<file path="src/rtl/bsa_pkg.sv">
package bsa_pkg;
    typedef enum logic [1:0] {
        MODE_OFF   = 2'd0,
        MODE_LEFT  = 2'd1,
        MODE_RIGHT = 2'd2,
        MODE_AUTO  = 2'd3
    } bsa_mode_e;
endpackage

</file>
<file path="src/rtl/bsa_slide_gate.sv">
module bsa_slide_gate #(
    parameter int GAP = 4
) (
    input  logic clk,
    input  logic rst_n,
    input  logic slide_i,
    input  logic en_i,
    output logic req_o,
    output logic err_o
);
    localparam int LW = $clog2(GAP + 2);
    localparam logic [LW-1:0] LOW_SAT = LW'(GAP + 1);

    typedef struct packed {
        logic          sl;
        logic [LW-1:0] low;
        logic          err;
    } gate_s;

    gate_s r_q, r_d;
    logic  rise;
    logic  gap_ok;

    assign rise   = slide_i && !r_q.sl;
    assign gap_ok = (r_q.low == LOW_SAT);
    assign req_o  = en_i && rise && gap_ok;
    assign err_o  = r_q.err;

    always_comb begin
        r_d    = r_q;
        r_d.sl = slide_i;
        if (slide_i) begin
            r_d.low = '0;
        end else if (r_q.low != LOW_SAT) begin
            r_d.low = r_q.low + 1'b1;
        end
        if (en_i && rise && !gap_ok) begin
            r_d.err = 1'b1;
        end
    end

    always_ff @(posedge clk) begin
        if (!rst_n) begin
            r_q.sl  <= 1'b0;
            r_q.low <= LOW_SAT;
            r_q.err <= 1'b0;
        end else begin
            r_q <= r_d;
        end
    end

    AST_ERR_STICKY: assert property (@(posedge clk) disable iff (!rst_n)
        err_o |=> err_o);
    AST_EARLY_REJECT: assert property (@(posedge clk) disable iff (!rst_n)
        (en_i && slide_i && !r_q.sl && r_q.low <= LW'(GAP)) |-> (!req_o ##1 err_o));
    AST_HELD_NO_REQ: assert property (@(posedge clk) disable iff (!rst_n)
        (slide_i && $past(slide_i)) |-> !req_o);
endmodule

</file>
<file path="src/rtl/bsa_comma_scan.sv">
module bsa_comma_scan #(
    parameter int          W     = 20,
    parameter int          CW    = 10,
    parameter logic [CW-1:0] COMMA = 10'b0101111100,
    localparam int         OW    = $clog2(W)
) (
    input  logic [2*W-1:0] wdw_i,
    input  logic [OW-1:0]  off_i,
    output logic           hit_cur_o,
    output logic           hit_any_o,
    output logic [OW-1:0]  hit_off_o
);
    logic [W-1:0] hits;

    for (genvar k = 0; k < W; k++) begin : g_pos
        assign hits[k] = (wdw_i[W-k+CW-1 : W-k] == COMMA);
    end

    assign hit_cur_o = hits[off_i];
    assign hit_any_o = |hits;

    always_comb begin
        hit_off_o = '0;
        for (int k = W - 1; k >= 0; k--) begin
            if (hits[k]) begin
                hit_off_o = OW'(k);
            end
        end
    end
endmodule

</file>
<file path="src/rtl/bitslip_aligner.sv">
module bitslip_aligner
    import bsa_pkg::*;
#(
    parameter int            W      = 20,
    parameter int            CW     = 10,
    parameter logic [CW-1:0] COMMA  = 10'b0101111100,
    parameter int            GAP    = 4,
    parameter int            WAIT_W = 4
) (
    input  logic              clk,
    input  logic              rst_n,
    input  logic [W-1:0]      raw_i,
    input  logic [1:0]        mode_i,
    input  logic              slide_i,
    input  logic [WAIT_W-1:0] wait_i,
    output logic [W-1:0]      word_o,
    output logic              aligned_o,
    output logic              slide_err_o
);
    localparam int OW = $clog2(W);
    localparam int SW = $clog2(2 * W + 1);

    typedef struct packed {
        logic [W-1:0]      prev;
        logic [OW-1:0]     off;
        logic [WAIT_W-1:0] wcnt;
        logic [W-1:0]      word;
        logic              aligned;
    } top_s;

    function automatic logic [OW-1:0] off_inc(input logic [OW-1:0] o);
        return (o == OW'(W - 1)) ? '0 : o + 1'b1;
    endfunction

    function automatic logic [OW-1:0] off_dec(input logic [OW-1:0] o);
        return (o == '0) ? OW'(W - 1) : o - 1'b1;
    endfunction

    top_s          r_q, r_d;
    bsa_mode_e     mode;
    logic [2*W-1:0] win;
    logic [SW-1:0] shamt;
    logic          manual;
    logic          req;
    logic          hit_cur, hit_any;
    logic [OW-1:0] hit_off;

    assign mode   = bsa_mode_e'(mode_i);
    assign win    = {raw_i, r_q.prev};
    assign shamt  = SW'(W) - SW'(r_q.off);
    assign manual = (mode == MODE_LEFT) || (mode == MODE_RIGHT);

    bsa_slide_gate #(.GAP(GAP)) u_gate (
        .clk     (clk),
        .rst_n   (rst_n),
        .slide_i (slide_i),
        .en_i    (manual),
        .req_o   (req),
        .err_o   (slide_err_o)
    );

    bsa_comma_scan #(.W(W), .CW(CW), .COMMA(COMMA)) u_scan (
        .wdw_i     (win),
        .off_i     (r_q.off),
        .hit_cur_o (hit_cur),
        .hit_any_o (hit_any),
        .hit_off_o (hit_off)
    );

    always_comb begin
        r_d         = r_q;
        r_d.prev    = raw_i;
        r_d.word    = W'(win >> shamt);
        r_d.aligned = (r_d.word[CW-1:0] == COMMA);
        unique case (mode)
            MODE_OFF: begin
                if (!hit_cur && hit_any) r_d.off = hit_off;
            end
            MODE_LEFT, MODE_RIGHT: begin
                if (req) begin
                    r_d.off = (mode == MODE_LEFT) ? off_inc(r_q.off) : off_dec(r_q.off);
                end else if (!slide_i && !hit_cur && hit_any) begin
                    r_d.off = hit_off;
                end
            end
            MODE_AUTO: begin
                if (!hit_cur) begin
                    if (r_q.wcnt == '0) begin
                        r_d.off  = off_inc(r_q.off);
                        r_d.wcnt = wait_i;
                    end else begin
                        r_d.wcnt = r_q.wcnt - 1'b1;
                    end
                end
            end
            default: ;
        endcase
    end

    always_ff @(posedge clk) begin
        if (!rst_n) begin
            r_q <= '0;
        end else begin
            r_q <= r_d;
        end
    end

    assign word_o    = r_q.word;
    assign aligned_o = r_q.aligned;

    AST_OFF_RANGE: assert property (@(posedge clk) disable iff (!rst_n)
        r_q.off < OW'(W));
    AST_LEFT_STEP: assert property (@(posedge clk) disable iff (!rst_n)
        (mode == MODE_LEFT && req) |=> r_q.off == off_inc($past(r_q.off)));
    AST_RIGHT_STEP: assert property (@(posedge clk) disable iff (!rst_n)
        (mode == MODE_RIGHT && req) |=> r_q.off == off_dec($past(r_q.off)));
    AST_SLIDE_PRECEDENCE: assert property (@(posedge clk) disable iff (!rst_n)
        (manual && slide_i && !req) |=> $stable(r_q.off));
    AST_OFF_MODE_IGNORES: assert property (@(posedge clk) disable iff (!rst_n)
        (mode == MODE_OFF && !hit_any) |=> $stable(r_q.off));
    AST_AUTO_HOLD: assert property (@(posedge clk) disable iff (!rst_n)
        (mode == MODE_AUTO && (hit_cur || r_q.wcnt != '0)) |=> $stable(r_q.off));
    AST_ALIGNED_FLAG: assert property (@(posedge clk) disable iff (!rst_n)
        aligned_o == (word_o[CW-1:0] == COMMA));
endmodule

</file>
<file path="config.mk">
export PLATFORM = sky130hd
export DESIGN_NAME = bitslip_aligner
export DESIGN_NICKNAME = d
export VERILOG_FILES = /design/src/rtl/bsa_pkg.sv /design/src/rtl/bsa_slide_gate.sv /design/src/rtl/bsa_comma_scan.sv /design/src/rtl/bitslip_aligner.sv
export SDC_FILE = /design/constraint.sdc
export NUM_CORES = 1
export LEC_CHECK = 0
export BUFFER_PORTS_ARGS = -buffer_cell sky130_fd_sc_hd__buf_2
export CORE_UTILIZATION = 55
export CTS_CLUSTER_DIAMETER = 200
export DETAILED_ROUTE_END_ITERATION = 8
export PLACE_DENSITY = 0.75
export REMOVE_ABC_BUFFERS = 1
export SLEW_MARGIN = 5
export SYNTH_ARGS = -nofsm -noshare
export SYNTH_HDL_FRONTEND = slang
export SYNTH_HIERARCHICAL = 1
export SYNTH_SLANG_ARGS = --single-unit
export TNS_END_PERCENT = 1
</file>
<file path="constraint.sdc">
create_clock -name clk -period 5 [get_ports clk]
set_clock_uncertainty 0.1 [all_clocks]
set_input_delay 1 -clock clk [delete_from_list [all_inputs] [get_ports clk]]
set_output_delay 1 -clock clk [all_outputs]
set_load 0.005 [all_outputs]
</file>
== Yosys cells after proc, flatten, opt, wreduce, memory -nomap -nowiden ==
Cells that the tools add are included.

* Memories: 0
* Word-level logic and storage cells: 104
* Memory bits (read-only): 0
* Flip-flop bits (word level): 55
* Output and inout bits: 22
* Bits of input ports: 29
* Latch bits: 0
* RAM bits: 0

* Mux-type cells: 34
* Bitwise gates (word level): 2
* Shift operators: 1
* Add/subtract/negate cells: 5
* Order comparisons: 1
* Equal/unequal tests: 31
* Multiply operators: 0
* Divide/modulo/power cells: 0
* Reductions and logical operators: 21

{| class="wikitable"
|+ Operator list
! kind !! count
|-
| equality test 10 x 9 -> 1 bit, second input constant || 21
|-
| 2-to-1 mux 5 bit || 27
|-
| right shift 40 x 6 -> 20 bit || 1
|-
| OR reduction 20 bit || 1
|-
| case mux 5 bit (3 select lines) || 1
|-
| 2-to-1 mux 9 bit || 1
|-
| logical AND 1 bit || 7
|-
| less-than comparator 5 x 6 -> 1 bit, second input constant || 1
|-
| 2-to-1 mux 3 bit || 2
|-
| inequality test 2 bit, second input constant || 3
|-
| inequality test 3 bit, second input constant || 2
|-
| subtractor 5 x 5 -> 6 bit, first input constant || 1
|-
| adder 5 x 1 -> 5 bit, second input constant || 1
|-
| binary-select mux 1 bit (select 5 bit) || 1
|-
| equality test 5 bit, second input constant || 1
|-
| logical NOT 5 bit || 1
|-
| subtractor 5 x 1 -> 5 bit, second input constant || 1
|-
| equality test 2 bit, second input constant || 2
|-
| logical NOT 1 bit || 4
|-
| logical NOT 4 bit || 1
|-
| 2-to-1 mux 4 bit || 1
|-
| AND reduction 4 bit || 1
|-
| OR reduction 2 bit || 2
|-
| subtractor 4 x 1 -> 4 bit, second input constant || 1
|-
| other kinds (9) || 10
|}

== Longest topological paths before layout ==
Gate-level depths: netlist (run 1).

* Depth in word-level cells: 24
* Mapped depth: 17
* Gate-level depth less buffers: 13

== Modules after synthesis ==
The synthesis (run 1) kept the hierarchy.

{| class="wikitable"
|+ Modules (own cells, without submodules)
! module !! seq. area each (µm²) !! area each (µm²) !! cells each !! instances
|-
| bitslip_aligner || 1001.0 || 4310.4 || 460 || 1
|-
| bsa_comma_scan || 0.0 || 852.1 || 133 || 1
|-
| bsa_slide_gate || 100.1 || 260.2 || 24 || 1
|}

== Least setup slack after synthesis (run 1) ==
OpenSTA, ideal clock, no wires.

* Path kind: flip-flop to flip-flop
* Start: register r_q[25] (netlist bit)
* End: register r_q, in the netlist aligned_o
* Clock period less this slack: 3.714 ns
* Slack: 1.286 ns
* Stages on the path, launching flop included: 18
* Path buffers: 8
* Required time: 4.812 ns
* Arrival: 3.526 ns
* Library setup time: 0.088 ns
* Cells stage by stage: dfxtp_1 -> clkbuf_1 -> inv_1 -> buf_2 -> buf_2 -> buf_1 -> ha_1 -> buf_2 -> buf_4 -> buf_4 -> buf_2 -> mux2i_1 -> mux2i_1 -> mux2i_1 -> mux2i_1 -> mux2i_1 -> nand4_1 -> nor4_2

* Word-level cells in the longest chain between the ends: 3

{| class="wikitable"
|+ Ends and longest elaborated chain
! item !! line !! text
|-
| start: declaration || bitslip_aligner.sv:39 || <nowiki>top_s r_q, r_d;</nowiki>
|-
| start signal: assignment || bitslip_aligner.sv:104 || <nowiki>r_q <= r_d;</nowiki>
|-
| subtractor 5 x 5 -> 6 bit || bitslip_aligner.sv:50 || <nowiki>assign shamt = SW'(W) - SW'(r_q.off);</nowiki>
|-
| right shift 40 x 6 -> 20 bit || bitslip_aligner.sv:73 || <nowiki>r_d.word = W'(win >> shamt);</nowiki>
|-
| equality test 10 x 9 -> 1 bit || bitslip_aligner.sv:74 || <nowiki>r_d.aligned = (r_d.word[CW-1:0] == COMMA);</nowiki>
|}

No other way between the ends.
A chain may end at the register's enable or synchronous reset.

== Worst setup path after layout (run 1) ==
* Start: register r_q[26] (netlist bit)
* End: register r_q, in the netlist aligned_o

Same word-level chain as after synthesis.

==> impl_summary.log, run 1 <==
INFO  metric cts_post_setup_buffers_inserted = 0
INFO  metric buffer_ports.inserted = 50
INFO  metric yosys.area.top_type = sky130_fd_sc_hd__dfxtp_1
INFO  metric final-setup-viol-count = 0
INFO  metric gr-usage-met1 = 42.69%
INFO  metric fillers = 862
INFO  metric seq_area = 0.001101 mm^2
INFO  metric ctsLongestPathBuffers = 2
INFO  metric place_hpwl = 11.52 mm
INFO  metric internal_power = 1.115 mW
INFO  metric netSwitchingPower = 0.7832 mW
INFO  metric insertion_delay = 0.32 ns
INFO  metric relSlewSlack = 30.37%
INFO  metric grt_first_pass_wirelength = 25.05 mm
INFO  metric worst-endpoint-arrival = 4.11 ns
INFO  metric root_buffer = sky130_fd_sc_hd__clkbuf_8
INFO  metric cap_violations = 0
INFO  metric synthMostInstantiatedCell = sky130_fd_sc_hd__dfxtp_1
INFO  metric ir_drop = 0.0002105 V
INFO  metric source_of_the_worst_register_to_register_timing_path = r_q[26]
INFO  metric post-route-drc-count = 0
INFO  metric slew_violations = 0
INFO  metric power.static_leakage = 2.178 nW
INFO  metric wl = 15.65 mm
INFO  metric route.vias.total = 5139
INFO  metric global_route.overflow_total = 0
INFO  metric syn-mean-instance-area = 8.789 um^2
INFO  metric number_of_antenna_violations_at_the_first_check_in_global_routing = 0
INFO  metric grt_setup_unrepaired = no
INFO  metric postCtsHoldBufs = 0
INFO  metric endpoint_kind = flop
INFO  metric design.final.nets = 659
INFO  metric grt.met2_usage = 51.33%
INFO  metric htreeDepth = 2
INFO  metric holdCritStartpoint = u_gate/err_o
INFO  metric first_global_vias = 4754
INFO  metric post_cts.resized_instances = 0
INFO  metric yosysTopAreaCellShare = 20.30%
INFO  metric crit_required = 5.13 ns
INFO  metric tritoncts = built
INFO  metric whs = 0.3857 ns
INFO  metric synthesis.instances = 617
INFO  metric outcome = finished, final reports clean
INFO  metric detail_route.iter0.violations = 627
INFO  metric io-pin-count = 51
INFO  metric proportion_of_synthesized_chip_area_in_sequential_cells = 20.30%
INFO  metric post-route-util = 59.96%
INFO  metric grt-busiest-layer = met2
INFO  metric maximum_number_of_pins_on_one_net_before_global_route_repair = 47
INFO  metric power_frac_clock = 14.7%
INFO  metric async_reset_ff_share = 0%
INFO  metric total_area_of_multi_input_combinational_cells = 0.003920 mm^2
INFO  metric finalWeightedCongestion = 0.9359
INFO  metric tightestPinTransition = 1.043 ns
INFO  metric number_of_core_rows = 35
INFO  metric die_area = 0.01026 mm^2
INFO  metric syn-cell-area = 0.005423 mm^2
INFO  metric hold_path_class = flop to flop
INFO  metric power.share.combinational = 55.6%
INFO  metric fin_total_pwr = 1.898 mW
INFO  metric p_sw_share = 41.27%
INFO  metric fin_setup_tns = 0 ns
INFO  metric start_util = 57.59%
INFO  metric number_of_routed_nets_with_antenna_violations = 0
INFO  metric areaGrowthSynthToFinish = 4.107%
INFO  metric timing.setup.critical_path_class = flop to flop
INFO  metric setup.worst_path.start = r_q[26]
INFO  metric worstSetupStartpointType = flop
INFO  metric drive_above_1_share = 20.74%
INFO  metric timing.critical_path.fanout_max = 25
INFO  metric avgViaCountPerCell = 6.843
INFO  metric die_width = 101.3 um
INFO  metric timing_hold_violations_final = 0
INFO  metric num_antenna_cells = 0
INFO  metric grt_use_total = 31.43%
INFO  metric fmax = 0.2515 GHz
INFO  metric power_frac_seq = 29.7%
INFO  metric unique_masters_post_synth = 76
INFO  metric synth_area_leaders = sky130_fd_sc_hd__dfxtp_1 20%, sky130_fd_sc_hd__mux4_2 12%, sky130_fd_sc_hd__mux2i_1 8.3%
INFO  metric finalCritPeriodShare = 79.53%
INFO  metric post_synth_most_frequent_cells = 55 x sky130_fd_sc_hd__dfxtp_1, 49 x sky130_fd_sc_hd__nand2_1, 47 x sky130_fd_sc_hd__nor2_1
INFO  metric synth_seq_cells = 55
INFO  metric cts_made_buffers = 5
INFO  metric power_per_cell_area = 336.2 mW/mm^2
INFO  metric number_of_enable_type_register_cells_in_the_synthesized_netlist = 0
INFO  metric final_critical_period = 3.977 ns
INFO  metric numClockSinks = 55
INFO  metric coreArea = 0.009415 mm^2
INFO  metric detailedRoute.firstPassIterationCount = 5
INFO  metric synth-warning-count = 6
INFO  metric clk_pin_slew_worst_paths = 0.11 ns
INFO  metric die_y = 101.3 um
INFO  metric postSynth.topFlopCell = sky130_fd_sc_hd__dfxtp_1
INFO  metric grtUsageMet3 = 6.349%
INFO  metric routed_wire_length_per_instance = 20.84 um
==> power by group through the flow <==
stage          Combinational, mW  Clock [mW]  Sequential, mW
2_1_floorplan              0.745           0           0.579
3_3_place_gp                1.03           0           0.570
3_5_place_dp                1.03           0           0.572
4_1_cts                     1.04       0.285           0.562
5_1_grt                     1.14       0.297           0.573
6_report                    1.05       0.279           0.564
==> through the flow <==
step,std cells,setup WS (ns),cell area [um^2]
finish,751,1.023,5645
global route,751,0.8187,5645
CTS,751,1.077,5645
detailed placement,743,1.103,5542
global placement,743,1.195,5542
floorplan,557,-0.7158,5075
==> placed cells by master (no fill, tap or decap), types with 10 or more instances in the layout <==
master / count
sky130_fd_sc_hd__dfxtp_1: 55
sky130_fd_sc_hd__buf_2: 50
sky130_fd_sc_hd__nand2_1: 49
sky130_fd_sc_hd__nor2_1: 47
sky130_fd_sc_hd__mux2i_1: 45
sky130_fd_sc_hd__a21oi_1: 29
sky130_fd_sc_hd__mux4_2: 28
sky130_fd_sc_hd__and2_1: 27
sky130_fd_sc_hd__nor3_1: 22
sky130_fd_sc_hd__o21ai_0: 20
sky130_fd_sc_hd__inv_1: 15
sky130_fd_sc_hd__mux2_2: 13
sky130_fd_sc_hd__nand3_1: 12
sky130_fd_sc_hd__nand3b_1: 11
sky130_fd_sc_hd__nor4_1: 11
sky130_fd_sc_hd__a31oi_1: 10
==> flip-flops by register name, summed over array words and instances, names as in the netlist <==
name,count
u_gate/err_o,1
u_gate/r_q,4
word_o,20
aligned_o,1
r_q,29
==> kinds of logic after synthesis <==
family                     Yosys count  share of synthesized area [%]
DFF                                 55                          20.30
and+or+nand+nor                    246                          25.08
adders and majority gates            9                          2.077
AOI/OAI and AO/OA                  132                          17.51
xor gates and xnor gates             7                          2.169
buffers and inverters               75                          7.453
muxes                               93                          25.40
==> layout make-up <==
class	instances	area share, %
Inverter	15	0.9973
Timing Repair Buffer	57	5.363
Clock inverter	1	0.1330
Multi-Input combinational cell	487	69.44
Clock buffer	7	1.707
Tap cell	129	2.859
Sequential cell	55	19.50
==> critical path: stages, from the launching register on <==
cell	delay, ns
sky130_fd_sc_hd__dfxtp_1	0.77
sky130_fd_sc_hd__inv_1	0.10
sky130_fd_sc_hd__ha_2	0.79
sky130_fd_sc_hd__buf_4	0.39
sky130_fd_sc_hd__mux2_2	0.38
sky130_fd_sc_hd__a21oi_1	0.22
sky130_fd_sc_hd__a21oi_1	0.13
sky130_fd_sc_hd__mux2_4	0.34
sky130_fd_sc_hd__a22oi_2	0.23
sky130_fd_sc_hd__nand4_1	0.13
sky130_fd_sc_hd__nor4_2	0.30
==> metal layers <==
metal,vias up,share of wire (%),wire length (um)
met5,-,0,0
met4,0,2.5,391
met3,47,9.4,1469
met2,312,46,7134
met1,2448,43,6659
li1,2332,-,-
==> worst paths after layout <==
kind	end	slack (ns)	cells past startpoint
setup / recovery	aligned_o	1.02	10
hold / removal	u_gate/err_o	0.39	2
setup reg to reg	aligned_o	1.02	10
hold reg to reg	u_gate/err_o	0.39	2
Note: power is estimated with default switching activity, not from simulation.
==> run 2, diff against run 1 <==
--- a/config.mk
+++ b/config.mk
@@ -9,7 +9,7 @@
 export CORE_UTILIZATION = 55
 export CTS_CLUSTER_DIAMETER = 200
 export DETAILED_ROUTE_END_ITERATION = 8
-export PLACE_DENSITY = 0.75
+export PLACE_DENSITY = 0.78
 export REMOVE_ABC_BUFFERS = 1
 export SLEW_MARGIN = 5
 export SYNTH_ARGS = -nofsm -noshare
==> constraint.sdc (replaced) <==
create_clock -name clk -period 3.41 [get_ports clk]
set_clock_uncertainty 0.1 [all_clocks]
set_input_delay 0.682 -clock clk [delete_from_list [all_inputs] [get_ports clk]]
set_output_delay 0.682 -clock clk [all_outputs]
set_load 0.005 [all_outputs]
==> impl_summary.log, run 2 (synthesis gave the netlist of run 1 again) <==
INFO  metric cts_post_setup_buffers_inserted = 0 (unchanged)
INFO  metric areaGrowthSynthToFinish = 7.222%
INFO  metric grt_use_total = 32.79% (+1.4 points)
INFO  metric avgViaCountPerCell = 6.783 (-0.87%)
INFO  metric number_of_core_rows = 35 (unchanged)
INFO  metric outcome = finished, final reports clean
INFO  metric ir_drop = 0.0002630 V (+25%)
INFO  metric io-pin-count = 51 (unchanged)
INFO  metric grt_setup_unrepaired = no
INFO  metric number_of_antenna_violations_at_the_first_check_in_global_routing = 0 (unchanged)
INFO  metric number_of_instances_on_the_worst_hold_path = 2 (unchanged)
INFO  metric timing.setup.critical_path_class = flop to flop
INFO  metric power.static_leakage = 2.288 nW (+5.0%)
INFO  metric grt-busiest-layer = met2
INFO  metric largest_register_ff_count = 29 (unchanged)
INFO  metric finalWeightedCongestion = 0.9413 (+0.58%)
INFO  metric fillers = 868 (+0.70%)
INFO  metric post_cts.resized_instances = 0 (unchanged)
INFO  metric clk_pin_slew_worst_paths = 0.10 ns (about the same)
INFO  metric tightestPinTransition = 0.9128 ns (-0.1305 ns)
INFO  metric final_critical_period = 3.291 ns (-0.6854 ns)
INFO  metric first_global_vias = 4893 (+2.9%)
INFO  metric postCtsHoldBufs = 0 (unchanged)
INFO  metric cts_made_buffers = 5 (unchanged)
INFO  metric fin_total_pwr = 2.885 mW (+52%)
INFO  metric global_route.overflow_total = 0 (unchanged)
INFO  metric critical_path.reg2reg.endpoint = r_q[26]
INFO  metric dpl.cell_count = 764 (+2.8%)
INFO  metric worst_r2r_path_depth = 10 (unchanged)
INFO  metric grtUsageMet3 = 6.004% (-0.35 points)
INFO  metric num_antenna_cells = 0 (unchanged)
INFO  metric final-setup-viol-count = 0 (unchanged)
INFO  metric ff2ff_setup_slack = 0.12 ns (-0.90 ns)
INFO  metric post-route-drc-count = 0 (unchanged)
INFO  metric coreArea = 0.009415 mm^2 (unchanged)
INFO  metric largest-register = r_q
INFO  metric maximum_number_of_pins_on_one_net_before_global_route_repair = 47 (unchanged)
INFO  metric timing.critical_path.fanout_max = 10 (-60%)
INFO  metric relSlewSlack = 38.71% (+8.3 points)
INFO  metric start_util = 57.59% (unchanged)
INFO  metric endpoint_kind = flop
INFO  metric source_of_the_worst_register_to_register_timing_path = r_q[38]
INFO  metric hold_path_end = u_gate/err_o
INFO  metric worstSetupStartpointType = flop
INFO  metric route.vias.total = 5230 (+1.8%)
INFO  metric numClockSinks = 55 (unchanged)
INFO  metric gr-usage-met1 = 44.61% (+1.9 points)
INFO  metric cap_violations = 0 (unchanged)
INFO  metric holdCritStartpoint = u_gate/err_o
INFO  metric die_y = 101.3 um (unchanged)
INFO  metric timing_hold_violations_final = 0 (unchanged)
INFO  metric finalCritPeriodShare = 96.52% (+17 points)
INFO  metric crit_required = 3.53 ns (-1.60 ns)
INFO  metric root_buffer = sky130_fd_sc_hd__clkbuf_8
INFO  metric detail_route.iter0.violations = 494 (-21%)
INFO  metric grt.met2_usage = 52.49% (+1.2 points)
INFO  metric worst_slack = 0.1187 ns (-0.9046 ns)
INFO  metric mostFrequentLayoutCell = sky130_fd_sc_hd__dfxtp_1
INFO  metric insertion_delay = 0.32 ns (about the same)
INFO  metric slew_violations = 0 (unchanged)
INFO  metric power_per_cell_area = 496.3 mW/mm^2 (+48%)
INFO  metric buffer_ports.inserted = 50 (unchanged)
INFO  metric fmax = 0.3038 GHz (+21%)
INFO  metric die_area = 0.01026 mm^2 (unchanged)
INFO  metric place_hpwl = 12.17 mm (+5.7%)
INFO  metric wl = 16.39 mm (+4.7%)
INFO  metric design.final.nets = 680 (+3.2%)
INFO  metric placement.setup.worst_slack = 0.1831 ns (-0.9203 ns)
INFO  metric drive_above_1_share = 23.05% (+2.3 points)
INFO  metric routed_wire_length_per_instance = 21.26 um (+2.0%)
INFO  metric htreeDepth = 2 (unchanged)
INFO  metric ctsLongestPathBuffers = 2 (unchanged)
INFO  metric tritoncts = built
INFO  metric die_width = 101.3 um (unchanged)
INFO  metric instances_no_fill = 771 (+2.7%)
INFO  metric number_of_routed_nets_with_antenna_violations = 0 (unchanged)
INFO  metric detailedRoute.firstPassIterationCount = 5 (unchanged)
INFO  metric worst-endpoint-arrival = 3.41 ns (-0.70 ns)
INFO  metric grt_first_pass_wirelength = 25.90 mm (+3.4%)
INFO  metric layout_common_cells = 55 x sky130_fd_sc_hd__dfxtp_1, 50 x sky130_fd_sc_hd__buf_2, 49 x sky130_fd_sc_hd__nand2_1, 47 x sky130_fd_sc_hd__nor2_1, 45 x sky130_fd_sc_hd__mux2i_1
INFO  metric fin_setup_tns = 0 ns (unchanged)
INFO  metric hold_path_class = flop to flop
-- run 2: layout make-up --
cell class	instances	area [um^2]	share of cell area, %
multi-input combinational	487	3920	67.42
tap	129	161.4	2.776
clock buffer	6	72.57	1.248
timing repair buffer	78	473.0	8.134
clock inverter	1	30.03	0.5165
sequential	55	1101	18.94
inverter	15	56.30	0.9684
-- run 2: how the worst max path moves through the flow --
stage               startpoint   endpoint  slack (ns)  depth (start not counted)
global placement      raw_i[6]    r_q[28]        0.25                         13
floorplan              r_q[25]  aligned_o       -2.31                          9
CTS                    r_q[25]  aligned_o        0.30                         10
global route           r_q[38]    r_q[26]        0.03                         10
detailed placement    raw_i[6]    r_q[28]        0.18                         13
finish                 r_q[38]    r_q[26]        0.12                         10
-- run 2: report_power, final --
| part | internal, mW | switching, mW | leakage, nW | total (mW) |
|---|---|---|---|---|
| clock network | 0.216 | 0.222 | 0.0513 | 0.438 |
| logic | 0.750 | 0.887 | 1.78 | 1.64 |
| registers | 0.743 | 0.0676 | 0.456 | 0.811 |
-- run 2: layer usage --
layer  up-vias  part of all wire [%]
met5         -                     0
met4         0                   2.5
met3        35                   8.9
met2       288                    47
met1      2532                    42
li1       2375                     -
-- run 2: critical path, stage by stage, from the launching register on --
cell                       delay, ns
sky130_fd_sc_hd__dfxtp_1        0.62
sky130_fd_sc_hd__nand3b_1       0.23
sky130_fd_sc_hd__nor4_1         0.62
sky130_fd_sc_hd__o21ai_0        0.36
sky130_fd_sc_hd__nand3_1        0.16
sky130_fd_sc_hd__nor3_1         0.07
sky130_fd_sc_hd__nand2_1        0.07
sky130_fd_sc_hd__a21oi_1        0.07
sky130_fd_sc_hd__a221oi_2       0.53
sky130_fd_sc_hd__o211ai_1       0.19
sky130_fd_sc_hd__o211a_1        0.17
-- run 2: through the flow --
stage                     hold slack (ns)  utilization [%]  cell area, um^2
after CTS                          0.3793            61.75             5814
final                              0.3721            61.75             5814
after floorplan                    0.3455                -             5075
after global placement             0.3426            60.66             5712
after detailed placement           0.3595            60.66             5712
after global routing               0.3958            61.75             5814
==> run 3, diff against run 2 <==
--- a/config.mk
+++ b/config.mk
@@ -6,6 +6,7 @@
 export NUM_CORES = 1
 export LEC_CHECK = 0
 export BUFFER_PORTS_ARGS = -buffer_cell sky130_fd_sc_hd__buf_2
+export CORE_ASPECT_RATIO = 1.4
 export CORE_UTILIZATION = 55
 export CTS_CLUSTER_DIAMETER = 200
 export DETAILED_ROUTE_END_ITERATION = 8
@@ -14,6 +15,5 @@
 export SLEW_MARGIN = 5
 export SYNTH_ARGS = -nofsm -noshare
 export SYNTH_HDL_FRONTEND = slang
-export SYNTH_HIERARCHICAL = 1
 export SYNTH_SLANG_ARGS = --single-unit
 export TNS_END_PERCENT = 1
==> impl_summary.log, run 3 <==
INFO  metric outcome = finished, final reports clean
INFO  metric die_area = 0.01010 mm^2 (-1.6%)
INFO  metric ir_drop = 0.0002509 V (-4.6%)
INFO  metric relSlewSlack = 52.40% (+14 points)
INFO  metric number_of_antenna_violations_at_the_first_check_in_global_routing = 0 (unchanged)
INFO  metric yosysTopAreaCellShare = 20.65% (+0.35 points)
INFO  metric ctsLongestPathBuffers = 2 (unchanged)
INFO  metric cts_made_buffers = 5 (unchanged)
INFO  metric post-route-drc-count = 0 (unchanged)
INFO  metric post_synth_most_frequent_cells = 66 x sky130_fd_sc_hd__nand2_1, 55 x sky130_fd_sc_hd__dfxtp_1, 46 x sky130_fd_sc_hd__nor2_1
INFO  metric proportion_of_synthesized_chip_area_in_sequential_cells = 20.65% (+0.35 points)
INFO  metric placed_area = 0.005519 mm^2 (-3.4%)
INFO  metric htreeDepth = 2 (unchanged)
INFO  metric async_reset_ff_share = 0% (unchanged)
INFO  metric instances_no_fill = 732 (-5.1%)
INFO  metric layout_common_cells = 66 x sky130_fd_sc_hd__nand2_1, 54 x sky130_fd_sc_hd__dfxtp_1, 50 x sky130_fd_sc_hd__buf_2, 46 x sky130_fd_sc_hd__nor2_1, 37 x sky130_fd_sc_hd__mux4_2
INFO  metric grt_setup_unrepaired = no
INFO  metric first_global_vias = 4594 (-6.1%)
INFO  metric final_critical_period = 3.234 ns (-0.05708 ns)
INFO  metric synthMostInstantiatedCell = sky130_fd_sc_hd__nand2_1
INFO  metric design.final.nets = 659 (-3.1%)
INFO  metric yosys.area.top_type = sky130_fd_sc_hd__dfxtp_1
INFO  metric root_buffer = sky130_fd_sc_hd__clkbuf_16
INFO  metric number_of_enable_type_register_cells_in_the_synthesized_netlist = 0 (unchanged)
INFO  metric dpl.cell_count = 724 (-5.2%)
INFO  metric synth_seq_cells = 55 (unchanged)
INFO  metric cap_violations = 0 (unchanged)
INFO  metric worst_slack = 0.1758 ns (+0.05708 ns)
INFO  metric final_cell_area = 0.005703 mm^2 (-1.9%)
INFO  metric numClockSinks = 55 (unchanged)
INFO  metric timing_hold_violations_final = 0 (unchanged)
INFO  metric largest_register_ff_count = 29 (unchanged)
INFO  metric synthesis.instances = 610 (-1.1%)
INFO  metric synth-warning-count = 0 (-6)
INFO  metric power.static_leakage = 2.158 nW (-5.7%)
INFO  metric io-pin-count = 51 (unchanged)
INFO  metric synth_area_leaders = sky130_fd_sc_hd__dfxtp_1 21%, sky130_fd_sc_hd__mux4_2 16%, sky130_fd_sc_hd__mux2i_1 4.9%
INFO  metric clk_pin_slew_worst_paths = 0.07 ns (-0.03 ns)
INFO  metric endpoint_kind = flop
INFO  metric detail_route.iter0.violations = 410 (-17%)
INFO  metric wl = 14.67 mm (-10%)
INFO  metric grt_use_total = 30.14% (-2.6 points)
INFO  metric grt_first_pass_wirelength = 23.88 mm (-7.8%)
INFO  metric die_width = 85.21 um (-16%)
INFO  metric mostFrequentLayoutCell = sky130_fd_sc_hd__nand2_1
INFO  metric fin_setup_tns = 0 ns (unchanged)
INFO  metric maximum_number_of_pins_on_one_net_before_global_route_repair = 30 (-36%)
INFO  metric power_per_cell_area = 437.4 mW/mm^2 (-12%)
INFO  metric crit_required = 3.52 ns (about the same)
INFO  metric largest-register = r_q
INFO  metric worst-endpoint-arrival = 3.34 ns (-0.07 ns)
INFO  metric global_route.overflow_total = 0 (unchanged)
INFO  metric number_of_core_rows = 42 (+20%)
INFO  metric timing.setup.critical_path_class = flop to flop
INFO  metric start_util = 56.36% (-1.2 points)
INFO  metric worst_r2r_path_depth = 9 (-1)
INFO  metric areaGrowthSynthToFinish = 6.970%
INFO  metric ff2ff_setup_slack = 0.18 ns (+0.06 ns)
INFO  metric number_of_routed_nets_with_antenna_violations = 0 (unchanged)
INFO  metric syn-mean-instance-area = 8.740 um^2 (-0.56%)
INFO  metric die_y = 118.5 um (+17%)
INFO  metric coreArea = 0.009459 mm^2 (+0.47%)
INFO  metric cts_post_setup_buffers_inserted = 0 (unchanged)
INFO  metric buffer_ports.inserted = 50 (unchanged)
INFO  metric route.vias.total = 5000 (-4.4%)
INFO  metric final-setup-viol-count = 0 (unchanged)
INFO  metric place_hpwl = 11.19 mm (-8.1%)
INFO  metric tritoncts = built
INFO  metric num_antenna_cells = 0 (unchanged)
INFO  metric insertion_delay = 0.30 ns (-0.02 ns)
INFO  metric fmax = 0.3092 GHz (+1.8%)
INFO  metric unique_masters_post_synth = 82 (+7.9%)
INFO  metric placement.setup.worst_slack = 0.1506 ns (-0.03253 ns)
INFO  metric worstSetupStartpointType = flop
INFO  metric postSynth.topFlopCell = sky130_fd_sc_hd__dfxtp_1
INFO  metric fillers = 837 (-3.6%)
INFO  metric hold_path_class = flop to flop
INFO  metric finalCritPeriodShare = 94.85% (-1.7 points)
INFO  metric drive_above_1_share = 24.28% (+1.2 points)
INFO  metric routed_wire_length_per_instance = 20.05 um (-5.7%)
INFO  metric timing.critical_path.fanout_max = 13 (+3)
INFO  metric syn-cell-area = 0.005331 mm^2 (-1.7%)
INFO  metric finalWeightedCongestion = 1.017 (+8.1%)
INFO  metric detailedRoute.firstPassIterationCount = 5 (unchanged)
INFO  metric avgViaCountPerCell = 6.831 (+0.70%)
INFO  metric number_of_instances_on_the_worst_hold_path = 2 (unchanged)
INFO  metric slew_violations = 0 (unchanged)
INFO  metric tightestPinTransition = 0.6960 ns (-0.2168 ns)
==> run 3: cell count changes after synthesis, moves of 6 or more <==
cell / delta
sky130_fd_sc_hd__mux4_2: +9
sky130_fd_sc_hd__a311oi_1: +6
sky130_fd_sc_hd__a21oi_1: -7
sky130_fd_sc_hd__nand2_1: +17
sky130_fd_sc_hd__mux2i_1: -19
sky130_fd_sc_hd__buf_2: +8
==> run 3: per-stage QoR <==
stage          hold WS, ns  utilization [%]  total power, mW
6_report            0.3994            60.29            2.494
5_1_grt             0.4596            60.29            2.640
2_1_floorplan       0.3604                -            1.557
3_3_place_gp        0.3762            58.35            1.860
4_1_cts             0.4081            60.17            2.482
3_5_place_dp        0.3775            58.35            1.885
==> run 3: area by class of cell <==
class | count | area, um^2 | share of cell area (%)
repair buffers | 76 | 457.9 | 8.030
clock buffers | 5 | 125.1 | 2.194
well taps | 110 | 137.6 | 2.413
multi-input cells | 468 | 3776 | 66.21
clock inverters | 3 | 47.55 | 0.8337
inverters | 15 | 56.30 | 0.9873
flip-flops and latches | 55 | 1102 | 19.33
==> run 3: kinds of logic (layout without fill, tap and decap cells) <==
group	count (synthesis)	in the layout	share of synthesized area (%)
buffers and inverters	87	99	8.777
AND/OR/NAND/NOR	258	258	26.82
AO/OA/AOI/OAI	116	116	15.49
adder cells (fa/ha/maj)	9	9	2.112
XOR/XNOR	9	9	1.760
multiplexers	76	76	24.38
flip-flops	55	55	20.65
==> run 3: report_power, final <==
part / switching (mW) / internal [mW]
registers: 0.0599 / 0.727
clock network: 0.250 / 0.351
logic: 0.596 / 0.510
total: 0.907 / 1.59
==> run 3: metal layers <==
layer | up-vias | share of wire (%) | GRT usage (%)
li1 | 2320 | - | -
met1 | 2374 | 40 | 39.30
met2 | 272 | 49 | 50.10
met3 | 34 | 7.4 | 3.980
met4 | 0 | 3.7 | 12.39
met5 | - | 0 | 0
==> run 3: final timing paths <==
path	startpoint	to
setup / recovery	r_q[46]	r_q[23]
hold / removal	u_gate.err_o	u_gate.err_o
setup reg to reg	r_q[46]	r_q[23]
hold reg to reg	u_gate.err_o	u_gate.err_o
==> run 3: worst max-delay path: stages (launching register included) <==
cell                        delay, ns
sky130_fd_sc_hd__dfxtp_1         0.62
sky130_fd_sc_hd__nand4bb_1       0.16
sky130_fd_sc_hd__or3_1           0.33
sky130_fd_sc_hd__a2111oi_0       0.67
sky130_fd_sc_hd__or3_1           0.22
sky130_fd_sc_hd__o311a_1         0.43
sky130_fd_sc_hd__buf_4           0.20
sky130_fd_sc_hd__nor3b_4         0.06
sky130_fd_sc_hd__a21bo_1         0.20
sky130_fd_sc_hd__a21oi_1         0.15
==> run 3: repair_timing <==
action / in CTS / in global routing
endpoints found under the setup margin: 0 / 1
resized for setup: 0 / 1
hold buffers: 0 / 0
